**config.mk**
```make
export PLATFORM = sky130hd
export DESIGN_NAME = bcd_rtc_regfile
export DESIGN_NICKNAME = d
export VERILOG_FILES = /design/src/rtl/rtc_pkg.sv /design/src/rtl/rtc_ctrl.sv /design/src/rtl/rtc_time_path.sv /design/src/rtl/bcd_rtc_regfile.sv
export SDC_FILE = /design/constraint.sdc
export NUM_CORES = 1
export LEC_CHECK = 0
export ABC_AREA = 0
export BUFFER_PORTS_ARGS = -buffer_cell sky130_fd_sc_hd__buf_2
export CELL_PAD_IN_SITES_DETAIL_PLACEMENT = 1
export CELL_PAD_IN_SITES_GLOBAL_PLACEMENT = 2
export CORE_MARGIN = 2
export CORE_UTILIZATION = 39
export CTS_CLUSTER_DIAMETER = 150
export CTS_CLUSTER_SIZE = 8
export DETAILED_ROUTE_END_ITERATION = 16
export GPL_TIMING_DRIVEN = 0
export HOLD_SLACK_MARGIN = 0.15
export PLACE_DENSITY = 0.87
export SLEW_MARGIN = 40
export SYNTH_ARGS = -nofsm -noshare
export SYNTH_HDL_FRONTEND = slang
export SYNTH_SLANG_ARGS = --single-unit
```
**constraint.sdc**
```tcl
create_clock -name clk -period 4.04 [get_ports clk]
set_input_delay 0.202 -clock clk [delete_from_list [all_inputs] [get_ports clk]]
set_output_delay 0.202 -clock clk [all_outputs]
set_load 0.02 [all_outputs]
```
**src/rtl/rtc_pkg.sv**
```systemverilog
package rtc_pkg;

  localparam int NUM_FIELDS = 7;
  localparam int IDX_SEC  = 0;
  localparam int IDX_MIN  = 1;
  localparam int IDX_HOUR = 2;
  localparam int IDX_DAY  = 3;
  localparam int IDX_MON  = 4;
  localparam int IDX_YEAR = 5;
  localparam int IDX_WDAY = 6;

  // Strobes from the control side to the time datapath.
  typedef struct packed {
    logic                  advance;
    logic [NUM_FIELDS-1:0] wrTime;
    logic [7:0]            wrByte;
  } rtcStrobe_t;

  // Packed-BCD increment: low digit 9 (or beyond) rolls into the tens digit.
  function automatic logic [7:0] bcdInc(input logic [7:0] v);
    if (v[3:0] >= 4'd9) return {v[7:4] + 4'd1, 4'd0};
    else                return {v[7:4], v[3:0] + 4'd1};
  endfunction

  function automatic logic [7:0] fieldMask(input int idx);
    case (idx)
      IDX_SEC, IDX_MIN:   return 8'h7F;
      IDX_HOUR, IDX_DAY:  return 8'h3F;
      IDX_MON:            return 8'h1F;
      IDX_YEAR:           return 8'hFF;
      default:            return 8'h07;
    endcase
  endfunction

  function automatic logic [7:0] fieldStart(input int idx);
    if (idx == IDX_DAY || idx == IDX_MON) return 8'h01;
    else                                  return 8'h00;
  endfunction

  // Divisible by four, decided on the BCD digits directly.
  function automatic logic isLeap(input logic [7:0] yr);
    if (yr[4]) return (yr[3:0] == 4'd2) || (yr[3:0] == 4'd6);
    else       return (yr[3:0] == 4'd0) || (yr[3:0] == 4'd4) || (yr[3:0] == 4'd8);
  endfunction

  // Last day of a month; November is kept at 31 on purpose.
  function automatic logic [7:0] monthLastDay(input logic [7:0] mon, input logic leap);
    case (mon)
      8'h02:               return leap ? 8'h29 : 8'h28;
      8'h04, 8'h06, 8'h09: return 8'h30;
      default:             return 8'h31;
    endcase
  endfunction

endpackage

```
**src/rtl/rtc_ctrl.sv**
```systemverilog
module rtc_ctrl
  import rtc_pkg::*;
#(
  parameter int ADDR_W = 4,
  parameter logic [ADDR_W-1:0] CTRL_ADDR = 'h8,
  parameter logic [ADDR_W-1:0] STAT_ADDR = 'h9
) (
  input  logic              clk,
  input  logic              rstN,
  input  logic              tickIn,
  input  logic              wrEn,
  input  logic [ADDR_W-1:0] regAddr,
  input  logic [7:0]        wrData,
  output rtcStrobe_t        strb,
  output logic              stopBit,
  output logic              powerFlag
);

  logic stopQ;
  logic flagQ;
  logic ctrlHit;
  logic statHit;

  assign ctrlHit = wrEn && (regAddr == CTRL_ADDR);
  assign statHit = wrEn && (regAddr == STAT_ADDR);

  always_ff @(posedge clk or negedge rstN) begin
    if (!rstN) begin
      stopQ <= 1'b0;
      flagQ <= 1'b1;
    end else begin
      if (ctrlHit) stopQ <= wrData[0];
      if (statHit && wrData[7]) flagQ <= 1'b0;
    end
  end

  // Time writes only land while frozen; ticks only count while running.
  for (genvar i = 0; i < NUM_FIELDS; i++) begin : g_wrdec
    assign strb.wrTime[i] = wrEn && stopQ && (regAddr == ADDR_W'(i));
  end
  assign strb.advance = tickIn && !stopQ;
  assign strb.wrByte  = wrData;

  assign stopBit   = stopQ;
  assign powerFlag = flagQ;

  // once cleared, the power-up flag stays cleared until reset
  a_r10_flag_sticky: assert property (@(posedge clk) disable iff (!rstN)
    !flagQ |=> !flagQ);

  // a tick while stopped is never passed on as an advance
  a_r3_no_advance_stopped: assert property (@(posedge clk) disable iff (!rstN)
    (stopQ && tickIn) |-> !strb.advance);

endmodule

```
**src/rtl/rtc_time_path.sv**
```systemverilog
module rtc_time_path
  import rtc_pkg::*;
(
  input  logic                            clk,
  input  logic                            rstN,
  input  rtcStrobe_t                      strb,
  output logic [NUM_FIELDS-1:0][7:0]      timeBytes
);

  logic [NUM_FIELDS-1:0][7:0] timeQ;
  logic [NUM_FIELDS-1:0][7:0] limitVal;
  logic [NUM_FIELDS-1:0]      atLimit;
  logic [NUM_FIELDS-1:0]      carryIn;
  logic                       leapYear;

  assign leapYear = isLeap(timeQ[IDX_YEAR]);

  always_comb begin
    limitVal[IDX_SEC]  = 8'h59;
    limitVal[IDX_MIN]  = 8'h59;
    limitVal[IDX_HOUR] = 8'h23;
    limitVal[IDX_DAY]  = monthLastDay(timeQ[IDX_MON], leapYear);
    limitVal[IDX_MON]  = 8'h12;
    limitVal[IDX_YEAR] = 8'h99;
    limitVal[IDX_WDAY] = 8'h06;
  end

  // Single-cycle ripple of the carry from seconds up to year.
  always_comb begin
    carryIn[IDX_SEC]  = strb.advance;
    carryIn[IDX_MIN]  = carryIn[IDX_SEC]  && atLimit[IDX_SEC];
    carryIn[IDX_HOUR] = carryIn[IDX_MIN]  && atLimit[IDX_MIN];
    carryIn[IDX_DAY]  = carryIn[IDX_HOUR] && atLimit[IDX_HOUR];
    carryIn[IDX_MON]  = carryIn[IDX_DAY]  && atLimit[IDX_DAY];
    carryIn[IDX_YEAR] = carryIn[IDX_MON]  && atLimit[IDX_MON];
    carryIn[IDX_WDAY] = carryIn[IDX_DAY];
  end

  for (genvar i = 0; i < NUM_FIELDS; i++) begin : g_field
    logic [7:0] stepVal;

    assign atLimit[i] = timeQ[i] >= limitVal[i];

    if (i == IDX_WDAY) begin : g_bin
      assign stepVal = timeQ[i] + 8'd1;
    end else begin : g_bcd
      assign stepVal = bcdInc(timeQ[i]);
    end

    always_ff @(posedge clk or negedge rstN) begin
      if (!rstN)               timeQ[i] <= fieldStart(i);
      else if (strb.wrTime[i]) timeQ[i] <= strb.wrByte & fieldMask(i);
      else if (carryIn[i])     timeQ[i] <= atLimit[i] ? fieldStart(i) : stepVal;
    end
  end

  assign timeBytes = timeQ;

  // with neither an advance nor a write, the time holds
  a_r3_hold_idle: assert property (@(posedge clk) disable iff (!rstN)
    (!strb.advance && (strb.wrTime == '0)) |=> $stable(timeQ));

  // seconds at 59 return to 00 on the next advance
  a_r5_sec_wrap: assert property (@(posedge clk) disable iff (!rstN)
    (strb.advance && timeQ[IDX_SEC] == 8'h59) |=> (timeQ[IDX_SEC] == 8'h00));

  // 30 November at 23:59:59 is followed by 31 November
  a_r6_nov_31: assert property (@(posedge clk) disable iff (!rstN)
    (strb.advance && timeQ[IDX_MON] == 8'h11 && timeQ[IDX_DAY] == 8'h30 &&
     timeQ[IDX_HOUR] == 8'h23 && timeQ[IDX_MIN] == 8'h59 && timeQ[IDX_SEC] == 8'h59)
    |=> (timeQ[IDX_DAY] == 8'h31 && timeQ[IDX_MON] == 8'h11));

  // an in-range weekday stays in range unless the host loads it
  a_r9_wday_range: assert property (@(posedge clk) disable iff (!rstN)
    (timeQ[IDX_WDAY] <= 8'h06 && !strb.wrTime[IDX_WDAY]) |=> (timeQ[IDX_WDAY] <= 8'h06));

endmodule

```
**src/rtl/bcd_rtc_regfile.sv**
```systemverilog
module bcd_rtc_regfile
  import rtc_pkg::*;
#(
  parameter int ADDR_W = 4,
  parameter logic [ADDR_W-1:0] CTRL_ADDR = 'h8,
  parameter logic [ADDR_W-1:0] STAT_ADDR = 'h9
) (
  input  logic              clk,
  input  logic              rstN,
  input  logic              tickIn,
  input  logic              wrEn,
  input  logic [ADDR_W-1:0] regAddr,
  input  logic [7:0]        wrData,
  output logic [7:0]        rdData
);

  rtcStrobe_t                 strb;
  logic                       stopBit;
  logic                       powerFlag;
  logic [NUM_FIELDS-1:0][7:0] timeBytes;

  rtc_ctrl #(
    .ADDR_W   (ADDR_W),
    .CTRL_ADDR(CTRL_ADDR),
    .STAT_ADDR(STAT_ADDR)
  ) ctrl_i (
    .clk      (clk),
    .rstN     (rstN),
    .tickIn   (tickIn),
    .wrEn     (wrEn),
    .regAddr  (regAddr),
    .wrData   (wrData),
    .strb     (strb),
    .stopBit  (stopBit),
    .powerFlag(powerFlag)
  );

  rtc_time_path path_i (
    .clk      (clk),
    .rstN     (rstN),
    .strb     (strb),
    .timeBytes(timeBytes)
  );

  always_comb begin
    rdData = 8'h00;
    for (int i = 0; i < NUM_FIELDS; i++) begin
      if (regAddr == ADDR_W'(i)) rdData = timeBytes[i];
    end
    if (regAddr == CTRL_ADDR) rdData = {7'd0, stopBit};
    if (regAddr == STAT_ADDR) rdData = {powerFlag, 7'd0};
  end

  // a time write while running, with no tick, leaves the time untouched
  a_r4_running_write_ignored: assert property (@(posedge clk) disable iff (!rstN)
    (!stopBit && wrEn && regAddr < ADDR_W'(NUM_FIELDS) && !tickIn) |=> $stable(timeBytes));

endmodule

```
==> out/qor.yml, run 1 <==
status: "finished, final reports clean"
path_class: "flip-flop to flip-flop"
syn_area_sq_mm: 0.00456
drt-wirelength-per-cell_um: 22.1
grt_pass1_wl_um: 25000
clk_latency_ns: 0.35
io_buffer_count: 21
cpPeakStageDelay_ns: 0.47
cp.depth: 14
die_w_um: 112
powerDensity_mw_per_mm2: 502
min_period_ns: 3.70
crit_path_top_delay_cell: "dfrtp_1"
die_h_um: 112
dr.pass1.iters: 5
vdd_drop_max_mv: 0.265
htreeDepth: 3
startpoint_type: "flip-flop"
power.static_leakage_nw: 2.24
min_path_type: "input port to flip-flop"
synth_top_family_by_area: "compound AO/OA/AOI/OAI gates"
synthMuxAreaShare_pct: 3.18
synth-simple-area-share_pct: 23.9
critPathMaxFanout: 10
fill_cells: 1375
finalSetupViolations: 0
grt_usage_pct: 25.6
core_sq_mm: 0.0114
cts_sinks: 58
end_kind: "flip-flop"
slew_headroom_pct: 50.5
hold_depth: 2
reg2reg_depth: 14
synth_top_area_share_pct: 30.2
yosysWarningCount: 0
rsz0062_at_grt: "no"
antenna_found_initial: 0
synth_top_cell_by_area: "dfrtp_1"
start_util_pct: 40.0
hpwl_um: 11600
vias_per_cell: 6.24
cap_violations: 0
synth_area_leaders: "dfrtp_1, ha_1, nand2_1"
clock.fmax_mhz: 270
maxSlewViolCount: 0
tns_ns: 0
dp_slack_ns: 0.408
grt_pass1_vias: 4572
overflow: 0
synth_compound_area_share_pct: 25.2
clock_path_buffers: 2
drc: 0
hold_viol: 0
crit_family: "compound AO/OA/AOI/OAI gates"
path_cells: "inv_1 > ha_1 > inv_1 > o32a_1 > o21ai_0 > a21oi_1 > o21ai_0 > ha_1 > nor4b_1 > o211ai_1 > nand4_1 > buf_2 > nor3_2 > a221o_1"
drive_above_1_share_pct: 13.3
synth_adder_area_share_pct: 10.7
gp_congestion: 0.928
synth_seq_cells: 58
fin_util_pct: 45.2
path_buf_inv: 3
cts_root_buffer: "clkbuf_16"
numCtsBuffers: 9
fin_skew_ns: 0.0123
setup_slack_ns: 0.337
avgSynthCellArea_sq_um: 8.82
dieArea_sq_mm: 0.0126
synth-edff-count: 0
postLayoutCellArea_sq_mm: 0.00516
io_pins: 24
nets: 607
antenna_cells: 0
worstPathArrival_ns: 3.93
dpl_cell_area_sq_mm: 0.00487
synth_nets: 572
ys_seq_area_share_pct: 31.9
grt_max_degree: 35
ys.flop_type: "dfrtp_1"
drt_iter0_drc: 191
ys_types: 77
area_growth_pct: 13.1
ys_async_sr_fraction_pct: 100
drtAntennaViolNets: 0
netlist_instances: 517
ctsHoldBuffers: 2
cts_resized: 0
vias: 4365
drt_wl_total_um: 15400
fin_crit_sh_pct: 91.7
synthXorXnorAreaFrac_pct: 0
clk_pin_slew_ns: 0.05
cp.required_ns: 4.27
post-cts-setup-buffer-count: 0
cts_tree: "built"
worst_slew_pin_slew_ns: 0.743
power.total_mw: 2.59
num_rows: 39
## synth_stat cells (4+ instances only)
library cell  instances
o22ai_1               6
a31oi_1              11
or4_1                 5
nor2b_1               4
a22oi_1              10
o21ai_0              26
nand3_1              22
inv_1                30
buf_2                 7
o21a_1                7
nand4_1               4
nor3b_1               4
a21oi_1              24
ha_1                 39
a2111oi_0             4
nor3_2                4
o221ai_1              4
o211ai_1             11
a41oi_1               5
a221o_1              12
nor2_1               31
nor3_1               17
dfrtp_1              55
mux2i_1              10
nand2b_1              5
nor4_1                5
and2_1                8
clkbuf_1              5
and3_1                9
buf_1                 5
a211oi_1              4
nand2_1              50
## sequential cells by signal, summed over array words and instances (netlist names)
signal / flops
path_i.timeBytes: 56
ctrl_i.powerFlag: 1
ctrl_i.stopBit: 1
## kinds of logic (layout without fill, tap and decap cells)
family                     after synthesis  after routing
and+or+nand+nor                        197            197
AOI/OAI and AO/OA                      158            158
DFF                                     58             58
buffers and inverters                   52             92
adders and majority gates               39             39
muxes                                   13             13
## cell usage in the layout, fill, tap and decap left out, types with 11 or more instances in the layout
| cell type | instances |
|---|---|
| a21oi_1 | 24 |
| a31oi_1 | 11 |
| nand3_1 | 22 |
| inv_1 | 30 |
| nand2_1 | 50 |
| buf_2 | 27 |
| nor2_1 | 31 |
| o21ai_0 | 26 |
| o211ai_1 | 11 |
| nor3_1 | 17 |
| ha_1 | 39 |
| dfrtp_1 | 55 |
| a221o_1 | 12 |
## final cells by class
| type | instances | area [sq um] | area share (%) |
|---|---|---|---|
| inverter | 31 | 116 | 2.25 |
| sequential | 58 | 1460 | 28.2 |
| tap | 143 | 179 | 3.47 |
| buffer | 21 | 114 | 2.21 |
| timing repair buffer | 24 | 148 | 2.86 |
| multi-input combinational | 407 | 2880 | 55.7 |
| clock buffer | 11 | 243 | 4.70 |
| clock inverter | 5 | 30.0 | 0.582 |
## where the power goes
part | switching, mW | leakage [nW] | internal (mW)
clock network | 0.291 | 0.131 | 0.428
registers | 0.251 | 0.729 | 0.724
logic | 0.516 | 1.38 | 0.379
total | 1.06 | 2.24 | 1.53
## stage by stage
step                      hold slack (ns)  instances
after floorplan                   -0.0936        517
after global placement              0.414        681
after detailed placement            0.147        682
after CTS                           0.159        700
after global routing                0.196        700
final                               0.163        700
## layer usage
metal	vias to the layer above	track usage [%]	share of wire, %
met5	-	0	0
met4	0	12.1	3.5
met3	34	3.83	4.1
met2	109	40.5	45
met1	2184	34.5	47
li1	2038	-	-
## worst paths after layout
kind	from	endpoint	slack, ns
worst max-delay path	path_i.timeBytes[40]$_DFFE_PN0P_	path_i.timeBytes[43]$_DFFE_PN0P_	0.34
worst min-delay path	wrEn	ctrl_i.powerFlag$_DFFE_PN1P_	0.16
worst max register to register	path_i.timeBytes[40]$_DFFE_PN0P_	path_i.timeBytes[43]$_DFFE_PN0P_	0.34
worst min register to register	ctrl_i.powerFlag$_DFFE_PN1P_	ctrl_i.powerFlag$_DFFE_PN1P_	0.45
max in group asynchronous	rstN	path_i.timeBytes[32]$_DFFE_PN1P_	3.14
min in group asynchronous	rstN	path_i.timeBytes[4]$_DFFE_PN0P_	0.31
## worst register-to-register path, cell delays in order (launching register included)
cell and delay [ns]:
dfrtp_1 0.47, inv_1 0.19, ha_1 0.19, inv_1 0.04
o32a_1 0.31, o21ai_0 0.15, a21oi_1 0.08, o21ai_0 0.26
ha_1 0.29, nor4b_1 0.45, o211ai_1 0.24, nand4_1 0.23
buf_2 0.27, nor3_2 0.10, a221o_1 0.33
(Power assumes the default switching activity.)
==> run 2: changes to the inputs <==
--- a/config.mk
+++ b/config.mk
@@ -12,11 +12,12 @@
 export CORE_MARGIN = 2
 export CORE_UTILIZATION = 39
 export CTS_CLUSTER_DIAMETER = 150
-export CTS_CLUSTER_SIZE = 8
+export CTS_CLUSTER_SIZE = 28
 export DETAILED_ROUTE_END_ITERATION = 16
 export GPL_TIMING_DRIVEN = 0
 export HOLD_SLACK_MARGIN = 0.15
 export PLACE_DENSITY = 0.87
+export REMOVE_ABC_BUFFERS = 1
 export SLEW_MARGIN = 40
 export SYNTH_ARGS = -nofsm -noshare
 export SYNTH_HDL_FRONTEND = slang
==> run 2 against run 1 <==
  * Fmax rose by 7.9%
  * Non-clock buffer count fell by 17
  * Sequential share of layout area rose by 0.49 points
  * Critical path depth fell by 1
  * Combinational power fell by 2.7%
  * Total power fell by 1.3%
  * Wire length fell by 3.9%
  * Die area did not move
  * Hold slack improved by 0.0077 ns
==> out/qor.yml, run 2 (same netlist as run 1, synthesis figures left out) <==
grt_pass1_wl_um: 24200  # was 25,000 um
core_sq_mm: 0.0114  # unchanged
worstPathArrival_ns: 3.65  # was 3.93 ns
end_kind: "flip-flop"  # unchanged
start_util_pct: 40.0  # unchanged
power.static_leakage_nw: 2.21  # was 2.24 nW
antenna_cells: 0  # unchanged
numCtsBuffers: 9  # unchanged
min_period_ns: 3.43  # was 3.70 ns
dieArea_sq_mm: 0.0126  # unchanged
gp_congestion: 0.832  # was 0.928
maxSlewViolCount: 0  # unchanged
path_class: "flip-flop to flip-flop"  # unchanged
clock_path_buffers: 2  # unchanged
fin_skew_ns: 0.00774  # was 0.0123 ns
seqPwrFrac_pct: 38.4  # was 37.7%
p_comb_share_pct: 34.1  # was 34.6%
power.share.switching_pct: 40.3  # was 40.9%
finalSetupViolations: 0  # unchanged
cts_resized: 0  # unchanged
cts_root_buffer: "clkbuf_16"  # unchanged
antenna_found_initial: 0  # unchanged
drive_above_1_share_pct: 12.0  # was 13.3%
p_switching_mw: 1.03  # was 1.06 mW
clock.fmax_mhz: 291  # was 270 MHz
drt-wirelength-per-cell_um: 21.7  # was 22.1 um
vias_per_cell: 6.25  # was 6.24
dr.pass1.iters: 5  # unchanged
grt_usage_pct: 24.7  # was 25.6%
final_cell_mix: "dfrtp_1, nand2_1, ha_1, nor2_1, inv_1"  # unchanged
status: "finished, final reports clean"  # unchanged
reg2reg_depth: 13  # was 14
cap_violations: 0  # unchanged
min_path_type: "input port to flip-flop"  # unchanged
cpPeakStageDelay_ns: 0.59  # was 0.47 ns
cp.required_ns: 4.26  # was 4.27 ns
rsz0062_at_grt: "no"  # unchanged
vdd_drop_max_mv: 0.287  # was 0.265 mV
num_rows: 39  # unchanged
slew_headroom_pct: 49.1  # was 50.5%
critPathMaxFanout: 13  # was 10
dpl_cell_area_sq_mm: 0.00477  # was 0.00487 sq mm
die_w_um: 112  # unchanged
grt_pass1_vias: 4412  # was 4,572
nets: 590  # was 607
cts_tree: "built"  # unchanged
clk_pin_slew_ns: 0.05  # about the same
layout_commonest_cell: "dfrtp_1"  # unchanged
io_buffer_count: 23  # was 21
hpwl_um: 10900  # was 11,600 um
die_h_um: 112  # unchanged
path_cells: "inv_1 > ha_1 > mux2i_1 > o32a_1 > o21ai_0 > a21oi_1 > o21ai_0 > ha_1 > nor4b_1 > o211a_1 > nor4_4 > a211oi_1 > a221o_1"  # was inv_1 > ha_1 > inv_1 > o32a_1 > o21ai_0 > a21oi_1 > o21ai_0 > ha_1 > nor4b_1 > o211ai_1 > nand4_1 > buf_2 > nor3_2 > a221o_1
grt_max_degree: 34  # was 35
final_cells: 683  # was 700
fin_crit_sh_pct: 85.0  # was 91.7%
dp_cells: 663  # was 682
drc: 0  # unchanged
drt_wl_total_um: 14900  # was 15,400 um
area_growth_pct: 11.2  # was 13.1%
drt_iter0_drc: 283  # was 191
clk_latency_ns: 0.34  # was 0.35 ns
hold_viol: 0  # unchanged
overflow: 0  # unchanged
worst_slew_pin_slew_ns: 0.758  # was 0.743 ns
cts_sinks: 58  # unchanged
io_pins: 24  # unchanged
largest_reg_flops: 56  # unchanged
hold_depth: 2  # unchanged
drtAntennaViolNets: 0  # unchanged
tns_ns: 0  # unchanged
postLayoutCellArea_sq_mm: 0.00507  # was 0.00516 sq mm
vias: 4271  # was 4,365
crit_path_top_delay_cell: "nor4_4"  # was dfrtp_1
p_int_mw: 1.53  # about the same
startpoint_type: "flip-flop"  # unchanged
htreeDepth: 3  # unchanged
powerDensity_mw_per_mm2: 504  # was 502 mW/mm^2
clkPwrFrac_pct: 27.5  # was 27.7%
## run 2: cell types whose count changed in the layout (fill, tap and decap cells not counted)
| cell | previous run | this run |
|---|---|---|
| buf_1 | 5 | 0 |
| clkbuf_1 | 6 | 3 |
| clkinvlp_4 | 2 | 0 |
| nor4_4 | 0 | 1 |
| buf_4 | 2 | 3 |
| nor4_2 | 1 | 0 |
| buf_2 | 27 | 22 |
| buf_6 | 3 | 0 |
## run 2: power groups by stage
stage,logic [mW],clock network (mW),registers [mW]
floorplan,0.636,0,0.890
global placement,0.812,0,0.979
detailed placement,0.864,0,0.981
CTS,0.876,0.719,0.975
global route,0.997,0.742,1.01
finish,0.872,0.702,0.982
## run 2: area by class of cell
| class | instances | area (sq um) |
|---|---|---|
| clock buffer | 13 | 250 |
| clock inverter | 3 | 15.0 |
| timing repair buffer | 28 | 173 |
| tap | 143 | 179 |
| fill | 1375 | 6340 |
| inverter | 31 | 116 |
| sequential | 58 | 1460 |
| multi-input combinational | 407 | 2890 |
## run 2: worst paths after layout
path | startpoint | to | slack [ns]
min reg2reg | ctrl_i.powerFlag$_DFFE_PN1P_ | ctrl_i.powerFlag$_DFFE_PN1P_ | 0.45
max | path_i.timeBytes[40]$_DFFE_PN0P_ | path_i.timeBytes[40]$_DFFE_PN0P_ | 0.61
min in group asynchronous | rstN | path_i.timeBytes[2]$_DFFE_PN0P_ | 0.33
min | wrEn | ctrl_i.powerFlag$_DFFE_PN1P_ | 0.17
max in group asynchronous | rstN | path_i.timeBytes[24]$_DFFE_PN1P_ | 3.12
max reg2reg | path_i.timeBytes[40]$_DFFE_PN0P_ | path_i.timeBytes[40]$_DFFE_PN0P_ | 0.61
## run 2: critical path: cells and delay by family (launching register included)
family                     cells  cell delay, ns
AOI/OAI and AO/OA              7            1.32
adders and majority gates      2            0.56
buffers and inverters          1            0.16
DFF                            1            0.48
muxes                          1            0.14
and+or+nand+nor                2            0.64
## run 2: what timing repair did
item                                   in CTS  in global routing
buffers inserted                            0                  2
hold buffers                                2                  0
setup endpoints to repair                   0                  1
endpoints found under the hold margin      29                  0
## run 2: routing by layer
layer / global-route usage (%) / up-vias / wire (um)
met5: 0 / - / 0
met4: 11.5 / 0 / 365
met3: 3.56 / 22 / 661
met2: 38.2 / 77 / 7020
met1: 34.2 / 2159 / 6800
li1: - / 2013 / -
## run 2: per-stage QoR
stage                     setup WS (ns)  power, mW  hold WS [ns]  utilization [%]
final                             0.607       2.56         0.171             44.4
after CTS                         0.299       2.57         0.162             44.3
after detailed placement          0.414       1.84         0.161             41.8
after global routing              0.262       2.75         0.191             44.4
after floorplan                    1.06       1.53       -0.0936                -
after global placement            0.293       1.79         0.434             41.5
